### config.mk
export PLATFORM = sky130hd
export DESIGN_NAME = paired_tlb
export DESIGN_NICKNAME = d
export VERILOG_FILES = /design/src/rtl/ptlb_pkg.sv /design/src/rtl/ptlb_entry_match.sv /design/src/rtl/ptlb_prio.sv /design/src/rtl/paired_tlb.sv
export SDC_FILE = /design/constraint.sdc
export NUM_CORES = 2
export LEC_CHECK = 0
export ABC_AREA = 1
export BUFFER_PORTS_ARGS = -buffer_cell sky130_fd_sc_hd__clkbuf_2
export CAP_MARGIN = 20
export CORE_MARGIN = 3
export CORE_UTILIZATION = 55
export CTS_BUF_LIST = sky130_fd_sc_hd__clkbuf_8
export DETAILED_ROUTE_END_ITERATION = 16
export PLACE_DENSITY_LB_ADDON = 0.05
export SETUP_SLACK_MARGIN = 0.3
export SLEW_MARGIN = 20
export SYNTH_ARGS = -nofsm -noshare
export SYNTH_HDL_FRONTEND = slang
export SYNTH_HIERARCHICAL = 1
export SYNTH_SLANG_ARGS = --single-unit
### constraint.sdc
create_clock -name clk -period 3.9 [get_ports clk]
set_input_delay 0.78 -clock clk [delete_from_list [all_inputs] [get_ports clk]]
set_output_delay 0.78 -clock clk [all_outputs]
set_load 0.01 [all_outputs]
### src/rtl/ptlb_pkg.sv
package ptlb_pkg;
  localparam int VA_W   = 32;
  localparam int PM_W   = 16;
  localparam int OFS_W  = 12;
  localparam int ASID_W = 8;

  typedef enum logic [2:0] {
    ST_MATCH    = 3'd0,
    ST_BADADDR  = 3'd1,
    ST_NOMATCH  = 3'd2,
    ST_INVALID  = 3'd3,
    ST_MODIFIED = 3'd4
  } tlb_status_e;

  typedef struct packed {
    logic [VA_W-1:0]   vpn2;
    logic [PM_W-1:0]   pmask;
    logic [ASID_W-1:0] asid;
    logic              glob;
    logic [VA_W-1:0]   pfn0;
    logic [VA_W-1:0]   pfn1;
    logic              v0;
    logic              v1;
    logic              d0;
    logic              d1;
  } tlb_entry_t;

  // full mask of one page pair: page-size field plus the minimum pair bits
  function automatic logic [VA_W-1:0] pair_mask(input logic [PM_W-1:0] pm);
    logic [VA_W-1:0] m;
    m = '0;
    m[OFS_W:0] = '1;
    m[OFS_W+PM_W:OFS_W+1] = pm;
    return m;
  endfunction

  // bits addressing inside one half of the pair
  function automatic logic [VA_W-1:0] half_mask(input logic [VA_W-1:0] m);
    return m >> 1;
  endfunction

  // top bit of the pair mask picks the odd half
  function automatic logic odd_half(input logic [VA_W-1:0] va, input logic [VA_W-1:0] m);
    return |(va & m & ~(m >> 1));
  endfunction
endpackage

### src/rtl/ptlb_entry_match.sv
module ptlb_entry_match
  import ptlb_pkg::*;
(
  input  tlb_entry_t        ent,
  input  logic [VA_W-1:0]   va,
  input  logic [ASID_W-1:0] cur_asid,
  output logic              hit,
  output logic              half_valid,
  output logic              half_dirty,
  output logic [VA_W-1:0]   pa
);
  logic [VA_W-1:0] m;
  logic            tag_eq;
  logic            asid_ok;
  logic            odd;

  always_comb begin
    m          = pair_mask(ent.pmask);
    tag_eq     = (va & ~m) == (ent.vpn2 & ~m);
    asid_ok    = ent.glob || (ent.asid == cur_asid);
    hit        = tag_eq && asid_ok;
    odd        = odd_half(va, m);
    half_valid = odd ? ent.v1 : ent.v0;
    half_dirty = odd ? ent.d1 : ent.d0;
    pa         = (odd ? ent.pfn1 : ent.pfn0) | (va & half_mask(m));
  end
endmodule

### src/rtl/ptlb_prio.sv
module ptlb_prio #(
  parameter int N     = 16,
  parameter int IDX_W = $clog2(N)
) (
  input  logic [N-1:0]     req,
  output logic [N-1:0]     grant,
  output logic [IDX_W-1:0] idx,
  output logic             any
);
  always_comb begin
    grant = '0;
    idx   = '0;
    for (int i = N - 1; i >= 0; i--) begin
      if (req[i]) begin
        grant    = '0;
        grant[i] = 1'b1;
        idx      = IDX_W'(i);
      end
    end
    any = |req;
  end
endmodule

### src/rtl/paired_tlb.sv
module paired_tlb
  import ptlb_pkg::*;
#(
  parameter int NUM_ENT = 16,
  localparam int IDX_W  = $clog2(NUM_ENT)
) (
  input  logic              clk,
  input  logic              rst_n,
  input  logic              wr_en,
  input  logic [IDX_W-1:0]  wr_idx,
  input  logic [VA_W-1:0]   wr_vpn2,
  input  logic [PM_W-1:0]   wr_pmask,
  input  logic [ASID_W-1:0] wr_asid,
  input  logic              wr_glob,
  input  logic [VA_W-1:0]   wr_pfn0,
  input  logic [VA_W-1:0]   wr_pfn1,
  input  logic              wr_v0,
  input  logic              wr_v1,
  input  logic              wr_d0,
  input  logic              wr_d1,
  input  logic              req_valid,
  input  logic [VA_W-1:0]   req_va,
  input  logic              req_write,
  input  logic [ASID_W-1:0] cur_asid,
  output logic              rsp_valid,
  output logic [2:0]        rsp_status,
  output logic [VA_W-1:0]   rsp_pa,
  output logic              rsp_wr_ok
);
  tlb_entry_t             ents [NUM_ENT];
  logic [NUM_ENT-1:0]     hit_vec;
  logic [NUM_ENT-1:0]     val_vec;
  logic [NUM_ENT-1:0]     dty_vec;
  logic [VA_W-1:0]        pa_vec [NUM_ENT];
  logic [NUM_ENT-1:0]     grant;
  logic [IDX_W-1:0]       win_idx;
  logic                   any_hit;
  tlb_status_e            nxt_status;
  logic [VA_W-1:0]        nxt_pa;
  logic                   nxt_wr_ok;

  // entry storage, loaded by index
  always_ff @(posedge clk or negedge rst_n) begin
    if (!rst_n) begin
      for (int i = 0; i < NUM_ENT; i++) ents[i] <= '0;
    end else if (wr_en) begin
      ents[wr_idx] <= '{vpn2: wr_vpn2, pmask: wr_pmask, asid: wr_asid,
                        glob: wr_glob, pfn0: wr_pfn0, pfn1: wr_pfn1,
                        v0: wr_v0, v1: wr_v1, d0: wr_d0, d1: wr_d1};
    end
  end

  for (genvar g = 0; g < NUM_ENT; g++) begin : g_ent
    ptlb_entry_match u_match (
      .ent        (ents[g]),
      .va         (req_va),
      .cur_asid   (cur_asid),
      .hit        (hit_vec[g]),
      .half_valid (val_vec[g]),
      .half_dirty (dty_vec[g]),
      .pa         (pa_vec[g])
    );
  end

  ptlb_prio #(.N(NUM_ENT)) u_prio (
    .req   (hit_vec),
    .grant (grant),
    .idx   (win_idx),
    .any   (any_hit)
  );

  always_comb begin
    nxt_pa    = '0;
    nxt_wr_ok = 1'b0;
    if (!any_hit)                                   nxt_status = ST_NOMATCH;
    else if (!val_vec[win_idx])                     nxt_status = ST_INVALID;
    else if (req_write && !dty_vec[win_idx])        nxt_status = ST_MODIFIED;
    else begin
      nxt_status = ST_MATCH;
      nxt_pa     = pa_vec[win_idx];
      nxt_wr_ok  = dty_vec[win_idx];
    end
  end

  always_ff @(posedge clk or negedge rst_n) begin
    if (!rst_n) begin
      rsp_valid  <= 1'b0;
      rsp_status <= ST_NOMATCH;
      rsp_pa     <= '0;
      rsp_wr_ok  <= 1'b0;
    end else begin
      rsp_valid <= req_valid;
      if (req_valid) begin
        rsp_status <= nxt_status;
        rsp_pa     <= nxt_pa;
        rsp_wr_ok  <= nxt_wr_ok;
      end
    end
  end

  AST_RSP_FOLLOWS_REQ: assert property (@(posedge clk) disable iff (!rst_n)
    req_valid |=> rsp_valid);
  AST_RSP_IDLE: assert property (@(posedge clk) disable iff (!rst_n)
    !req_valid |=> !rsp_valid);
  AST_WROK_ON_MATCH: assert property (@(posedge clk) disable iff (!rst_n)
    (rsp_valid && rsp_wr_ok) |-> (rsp_status == ST_MATCH));
  AST_PA_ZERO_ELSE: assert property (@(posedge clk) disable iff (!rst_n)
    (rsp_valid && rsp_status != ST_MATCH) |-> (rsp_pa == '0));
  AST_LEGAL_STATUS: assert property (@(posedge clk) disable iff (!rst_n)
    rsp_valid |-> (rsp_status == ST_MATCH || rsp_status == ST_NOMATCH ||
                   rsp_status == ST_INVALID || rsp_status == ST_MODIFIED));
  AST_GRANT_ONEHOT: assert property (@(posedge clk) disable iff (!rst_n)
    $onehot0(grant));
  AST_GRANT_IN_HITS: assert property (@(posedge clk) disable iff (!rst_n)
    (grant & ~hit_vec) == '0);
endmodule

# After elaboration in Yosys (flattened, before gate mapping)
# Cells that the tools add are included.
word_totals:
  inputBits: 174
  word_cells: 465
  out_inout_bits: 37
  reg_bits: 2037
op_classes:
  n_eq_ne: 32
  muxes: 83
  n_reduce_logical: 52
  bitwise: 130
  magnitude_cmp: 4
op_table:
  columns: ["op", "count"]
  rows:
  - ["$bwmux 2000", 1]
  - ["$and 32x32->32", 48]
  - ["$mux 32", 21]
  - ["$and 32x28->32", 16]
  - ["$and 32x29->32", 16]
  - ["$eq 32x32->1", 16]
  - ["$not 28->32", 16]
  - ["$not 29->32", 16]
  - ["$or 32x32->32", 16]
  - ["$reduce_or 32->1", 16]
  - ["$demux 125 s4", 1]
  - ["$bmux 32 s4", 1]
  - ["$eq 8x8->1", 16]
  - ["$mux 125", 1]
  - ["$mux 4", 16]
  - ["$mux 1", 37]
  - ["$logic_and 1x1->1", 18]
  - ["$logic_or 1x1->1", 16]
  - ["$reduce_or 16->1", 1]
  - ["$ge 5x5->1 const B", 2]
  - ["$not 4->5", 2]
  - ["$mux 3", 3]
  - ["$bmux 1 s4", 2]
  - ["$lt 4x5->1 const B", 1]
  - ["other kinds (2)", 2]

# Logic depth before layout (Yosys ltp)
logic_depth:
  depth_word: 27
  depth_mapped: 28
  ltp_nobuf: 25

# Hierarchy
# Netlist, hierarchy kept.
modules_own_cells:
  columns: ["module", "cells_per_inst", "n_inst", "area_each_um2", "seq_area_each_um2"]
  rows:
  - ["paired_tlb", 8096, 1, 77887.2, 50975.1]
  - ["ptlb_entry_match", 289, 16, 1316.3, 0.0]
  - ["ptlb_prio", 79, 1, 395.4, 0.0]

# Least setup slack after synthesis
# OpenSTA, ideal clock, no wires.
synth_timing:
  kind: "in2reg"
  from: "in cur_asid[3]"
  to: "reg rsp_pa[28]"
  path_stages: 27
  setup_slack_ps: 876
  t_arrival_ps: 2900
  required_time_ps: 3776
  path_buffers: 4
  setup_time_ps: 124
  cell_sequence: "xnor2_1 nand2_1 nor2_1 nand2_1 nand2_1 nand2_1 nor2_1 inv_2 a21oi_1 nand2_1 nand2_1 nand2_1 nand2_1 nand2_1 nand2_1 nand2_1 buf_4 buf_6 buf_8 buf_6 nand2_1 nand3_1 nand3_1 nand3_1 and2_1 nand2_1 o21bai_2"
synth_via:
  elab_cells_between_ends: 78
  cone_classes: "eq/ne (16); mux (26); bitwise (1); reduce/logical (35)"
synth_rtl:
  columns: ["element", "line_no", "text"]
  rows:
  - ["from (decl)", "paired_tlb.sv:24", "input logic [ASID_W-1:0] cur_asid,"]
  - ["$eq 8x8->1 *", "ptlb_entry_match.sv:20", "asid_ok = ent.glob || (ent.asid == cur_asid);"]
  - ["$logic_or 1x1->1 *", "ptlb_entry_match.sv:20", null]
  - ["$logic_and 1x1->1 *", "ptlb_entry_match.sv:21", "hit = tag_eq && asid_ok;"]
  - ["named net hit_vec[12]", "paired_tlb.sv:31", "logic [NUM_ENT-1:0] hit_vec;"]
  - ["$mux 4 * (13 in series)", "ptlb_prio.sv:14", "if (req[i]) begin"]
  - ["named net win_idx[0]", "paired_tlb.sv:36", "logic [IDX_W-1:0] win_idx;"]
  - ["$not 4->5 (implied by the code) or $bmux 1 s4 (tied branches)", "paired_tlb.sv:80, paired_tlb.sv:77", null]
  - ["$bmux 32 s4 or $mux 1 (tied branches)", "paired_tlb.sv:80, paired_tlb.sv:77", null]
  - ["$mux 32 (implied by the code) or $logic_not 1->1 (tied branches)", "paired_tlb.sv:80, paired_tlb.sv:77", null]
  - ["$mux 32 (implied by the code) or $logic_and 1x1->1 (tied branches)", "paired_tlb.sv:80, paired_tlb.sv:77", null]
  - ["$mux 32", "paired_tlb.sv:77", "else if (req_write && !dty_vec[win_idx]) nxt_status = ST_MODIFIED;"]
  - ["$mux 32 *", "paired_tlb.sv:76", "else if (!val_vec[win_idx]) nxt_status = ST_INVALID;"]
  - ["$mux 32 *", "paired_tlb.sv:75", "if (!any_hit) nxt_status = ST_NOMATCH;"]
  - ["to (signal assigned)", "paired_tlb.sv:95", "rsp_pa <= nxt_pa;"]
  - ["to (decl)", "paired_tlb.sv:27", "output logic [VA_W-1:0] rsp_pa,"]
# Mark *: on every way through the listed nets, which the timed path passes. The rest lies on a longest branch. The select of a mux whose other input is x is not followed.
# A chain may end at the register's enable or synchronous reset.

# Worst setup path in the final report
layout_timing:
  from: "reg ents[481] (netlist name)"
  to: "reg rsp_pa[9]"
layout_via:
  elab_chain_cells: 23
  elab_cells_between_ends: 30
  cone_classes: "eq/ne (1); mux (23); bitwise (2); reduce/logical (4)"
layout_rtl:
  columns: ["element", "line_no", "text"]
  rows:
  - ["from (decl)", "paired_tlb.sv:30", "tlb_entry_t ents [NUM_ENT];"]
  - ["from (signal, indexed assignment)", "paired_tlb.sv:47", "ents[wr_idx] <= '{vpn2: wr_vpn2, pmask: wr_pmask, asid: wr_asid,"]
  - ["$and 32x32->32 *", "ptlb_entry_match.sv:19", "tag_eq = (va & ~m) == (ent.vpn2 & ~m);"]
  - ["$eq 32x32->1 *", "ptlb_entry_match.sv:19", null]
  - ["$logic_and 1x1->1 *", "ptlb_entry_match.sv:21", null]
  - ["named net hit_vec[12]", "paired_tlb.sv:31", null]
  - ["$mux 4 * (13 in series)", "ptlb_prio.sv:14", null]
  - ["named net win_idx[0]", "paired_tlb.sv:36", null]
  - ["$not 4->5 (implied by the code) or $bmux 1 s4 (tied branches)", "paired_tlb.sv:80, paired_tlb.sv:77", null]
  - ["$bmux 32 s4 or $mux 1 (tied branches)", "paired_tlb.sv:80, paired_tlb.sv:77", null]
  - ["$mux 32 (implied by the code) or $logic_not 1->1 (tied branches)", "paired_tlb.sv:80, paired_tlb.sv:77", null]
  - ["$mux 32 (implied by the code) or $logic_and 1x1->1 (tied branches)", "paired_tlb.sv:80, paired_tlb.sv:77", null]
  - ["$mux 32", "paired_tlb.sv:77", null]
  - ["$mux 32 *", "paired_tlb.sv:76", null]
  - ["$mux 32 *", "paired_tlb.sv:75", null]
# Marked as above.

==> summary.md <==
| Metric | Value |
|---|---|
| Cell leakage power | `52.7 nW` |
| Min-delay worst type | `in -> reg` |
| Min Tclk post-route | `3.62 ns` |
| Worst-path fanout max | `8` |
| Seq. cell area | `45800 um^2` |
| Relative slew slack | `27.1%` |
| Final Instance Area | `107000 um^2` |
| Most frequent cells in the layout | `nand2_1, dfrtp_1, nor2_1` |
| PortBufs | `197` |
| Synth warn | `6` |
| Power per Cell Area | `599 nW/um^2` |
| First-pass GRT wire length | `577000 um` |
| Endpoints failing setup | `0` |
| Initial antenna violation count | `16` |
| Core area | `166000 um^2` |
| Initial drt markers | `12500` |
| Post-Syn Area | `92000 um^2` |
| Worst setup path category | `reg -> reg` |
| Area grow syn2layout | `15.8%` |
| CTS tree | `built` |
| Root Driver | `clkbuf_8` |
| Cell count after synthesis | `12100` |
| Post-DP HPWL | `280000 um` |
| CTS HTree Levels | `5` |
| Reg2Reg Setup Slack | `0.28 ns` |
| Initial Util | `55.6%` |
| Reg clk slew, reported paths | `0.06 ns` |
| Via/cell ratio | `5.99` |
| Worst EP required | `4.84 ns` |
| Largest net degree at the start of global routing | `165` |
| Skew final | `0.0759 ns` |
| Most common library cell in the layout ignoring fill and taps | `nand2_1` |
| Critical path arrival | `4.56 ns` |
| Total GRT Usage | `46.2%` |
| Final #Nets | `12800` |
| Die Ht | `415 um` |
| Final non-filler cell total | `15000` |
| Area taken by multi-input logic gates | `40200 um^2` |
| Total negative slack | `0 ns` |
| Die W | `415 um` |
| Final WL | `405000 um` |
| Placer Congestion | `1.00` |
| Row cnt | `149` |
| CP Launch Type | `flop` |
| Pre-CTS setup slack | `-0.716 ns` |
| Worst Tran Pin Value | `1.09 ns` |
| Layout fillers | `14700` |
| Final period util | `92.8%` |
| Clock latency on the worst-skew pair | `1.08 ns` |
| Drt drc | `0` |
| Dpl cells | `14500` |
| Ports | `211` |
| Avg WL per Cell | `27.0 um` |
| Number of global-route vias before repair | `82700` |
| Total power | `63.9 mW` |
| Peak supply drop | `0.000537 V` |
| Worst setup EP type | `flop` |
| CTS Buf Count | `331` |
| # clock sinks | `1829` |
| Syn Nets | `12300` |
| Antenna Violating Nets Remaining | `0` |
| Maximum capacitance violations | `0` |
| Placed Area | `99100 um^2` |
| Via count | `90000` |
| Drt pass-1 iters | `10` |
| Hold Violations, Final | `0` |
| Post-Synthesis Mean Instance Area | `7.60 um^2` |
| Worst Slack Setup Final | `0.280 ns` |
| Layout cell share with drive strength beyond 1 | `12.7%` |
| CTS Buffer Depth | `4` |
| Slew Limit Fails | `0` |
| Upper clock frequency limit | `276 MHz` |
| RSZ-0062 raised after global routing | `true` |
| Die ar. | `172000 um^2` |
| Congestion Overflow GR | `0` |
| Status | `complete, no violations` |
[state kept, by name, indices dropped and copies added (netlist names)]
register	count
ents	1792
rsp_pa	32
rsp_status	3
rsp_valid	1
rsp_wr_ok	1
[power breakdown]
group	switching [mW]	leakage, nW	internal (mW)
Combinational	12.7	26.6	6.68
Clock	8.28	3.70	9.98
Sequential	3.26	22.4	23.0
Total	24.2	52.7	39.7
[worst paths after layout]
check | start | depth (start not counted) | to
max | ents[481] | 26 | rsp_pa[9]
min | req_write | 4 | rsp_status[2]
max reg2reg | ents[481] | 26 | rsp_pa[9]
min reg2reg | ents[1818] | 2 | ents[1818]
max in group asynchronous | rst_n | 3 | ents[1360]
min in group asynchronous | rst_n | 2 | ents[1140]
[cell type report]
| cell class | instances | share of cell area, % |
|---|---|---|
| Clock buffer | 424 | 5.48 |
| Tap cell | 2189 | 2.57 |
| Antenna cell | 14 | 0.0329 |
| Multi-Input combinational cell | 8943 | 37.7 |
| Inverter | 543 | 1.95 |
| Timing Repair inverter | 1 | 0.00822 |
| Timing Repair Buffer | 973 | 8.70 |
| Sequential cell | 1829 | 43.0 |
| Clock inverter | 121 | 0.590 |
[repair_timing]
item / CTS / global route
setup buffers: 2 / 5
hold buffers: 1 / 0
hold endpoints to repair: 33 / 0
gates resized for setup: 31 / 106
setup endpoints to repair: 34 / 36
pin swaps: 5 / 25
gates cloned: 5 / 11
[per-layer routing]
| metal | GRT usage [%] | part of all wire (%) | vias to the layer above |
|---|---|---|---|
| met4 | 35.3 | 9.4 | 2 |
| li1 | - | - | 39900 |
| met5 | 0 | 0.0047 | - |
| met3 | 13.7 | 13 | 1353 |
| met1 | 59.9 | 37 | 42800 |
| met2 | 65.0 | 41 | 5985 |
[stage by stage]
step,utilization (%),hold slack [ns]
final,64.4,0.299
after global routing,64.4,0.248
after detailed placement,59.9,0.471
after global placement,59.9,0.465
after CTS,63.9,0.193
after floorplan,-,0.453
[worst max-delay path: stages, from the launching register on]
cell,delay (ns)
dfrtp_1,0.39
nor2_1,0.11
nor2_1,0.04
nand2_1,0.08
nand4_1,0.22
nor2_1,0.17
buf_4,0.16
nand2_4,0.07
nor2_4,0.11
inv_2,0.05
a21oi_2,0.10
nand2_1,0.07
nand2_1,0.06
nand2_1,0.05
nand2_1,0.06
nand2_1,0.07
nand2_2,0.11
nand2_8,0.16
buf_6,0.17
buf_6,0.12
o211ai_1,0.21
nand3_2,0.18
nand3_2,0.14
nand2_4,0.09
nand2_8,0.13
buf_12,0.20
o21bai_2,0.09
No activity file was read; power rests on OpenSTA's default activity.
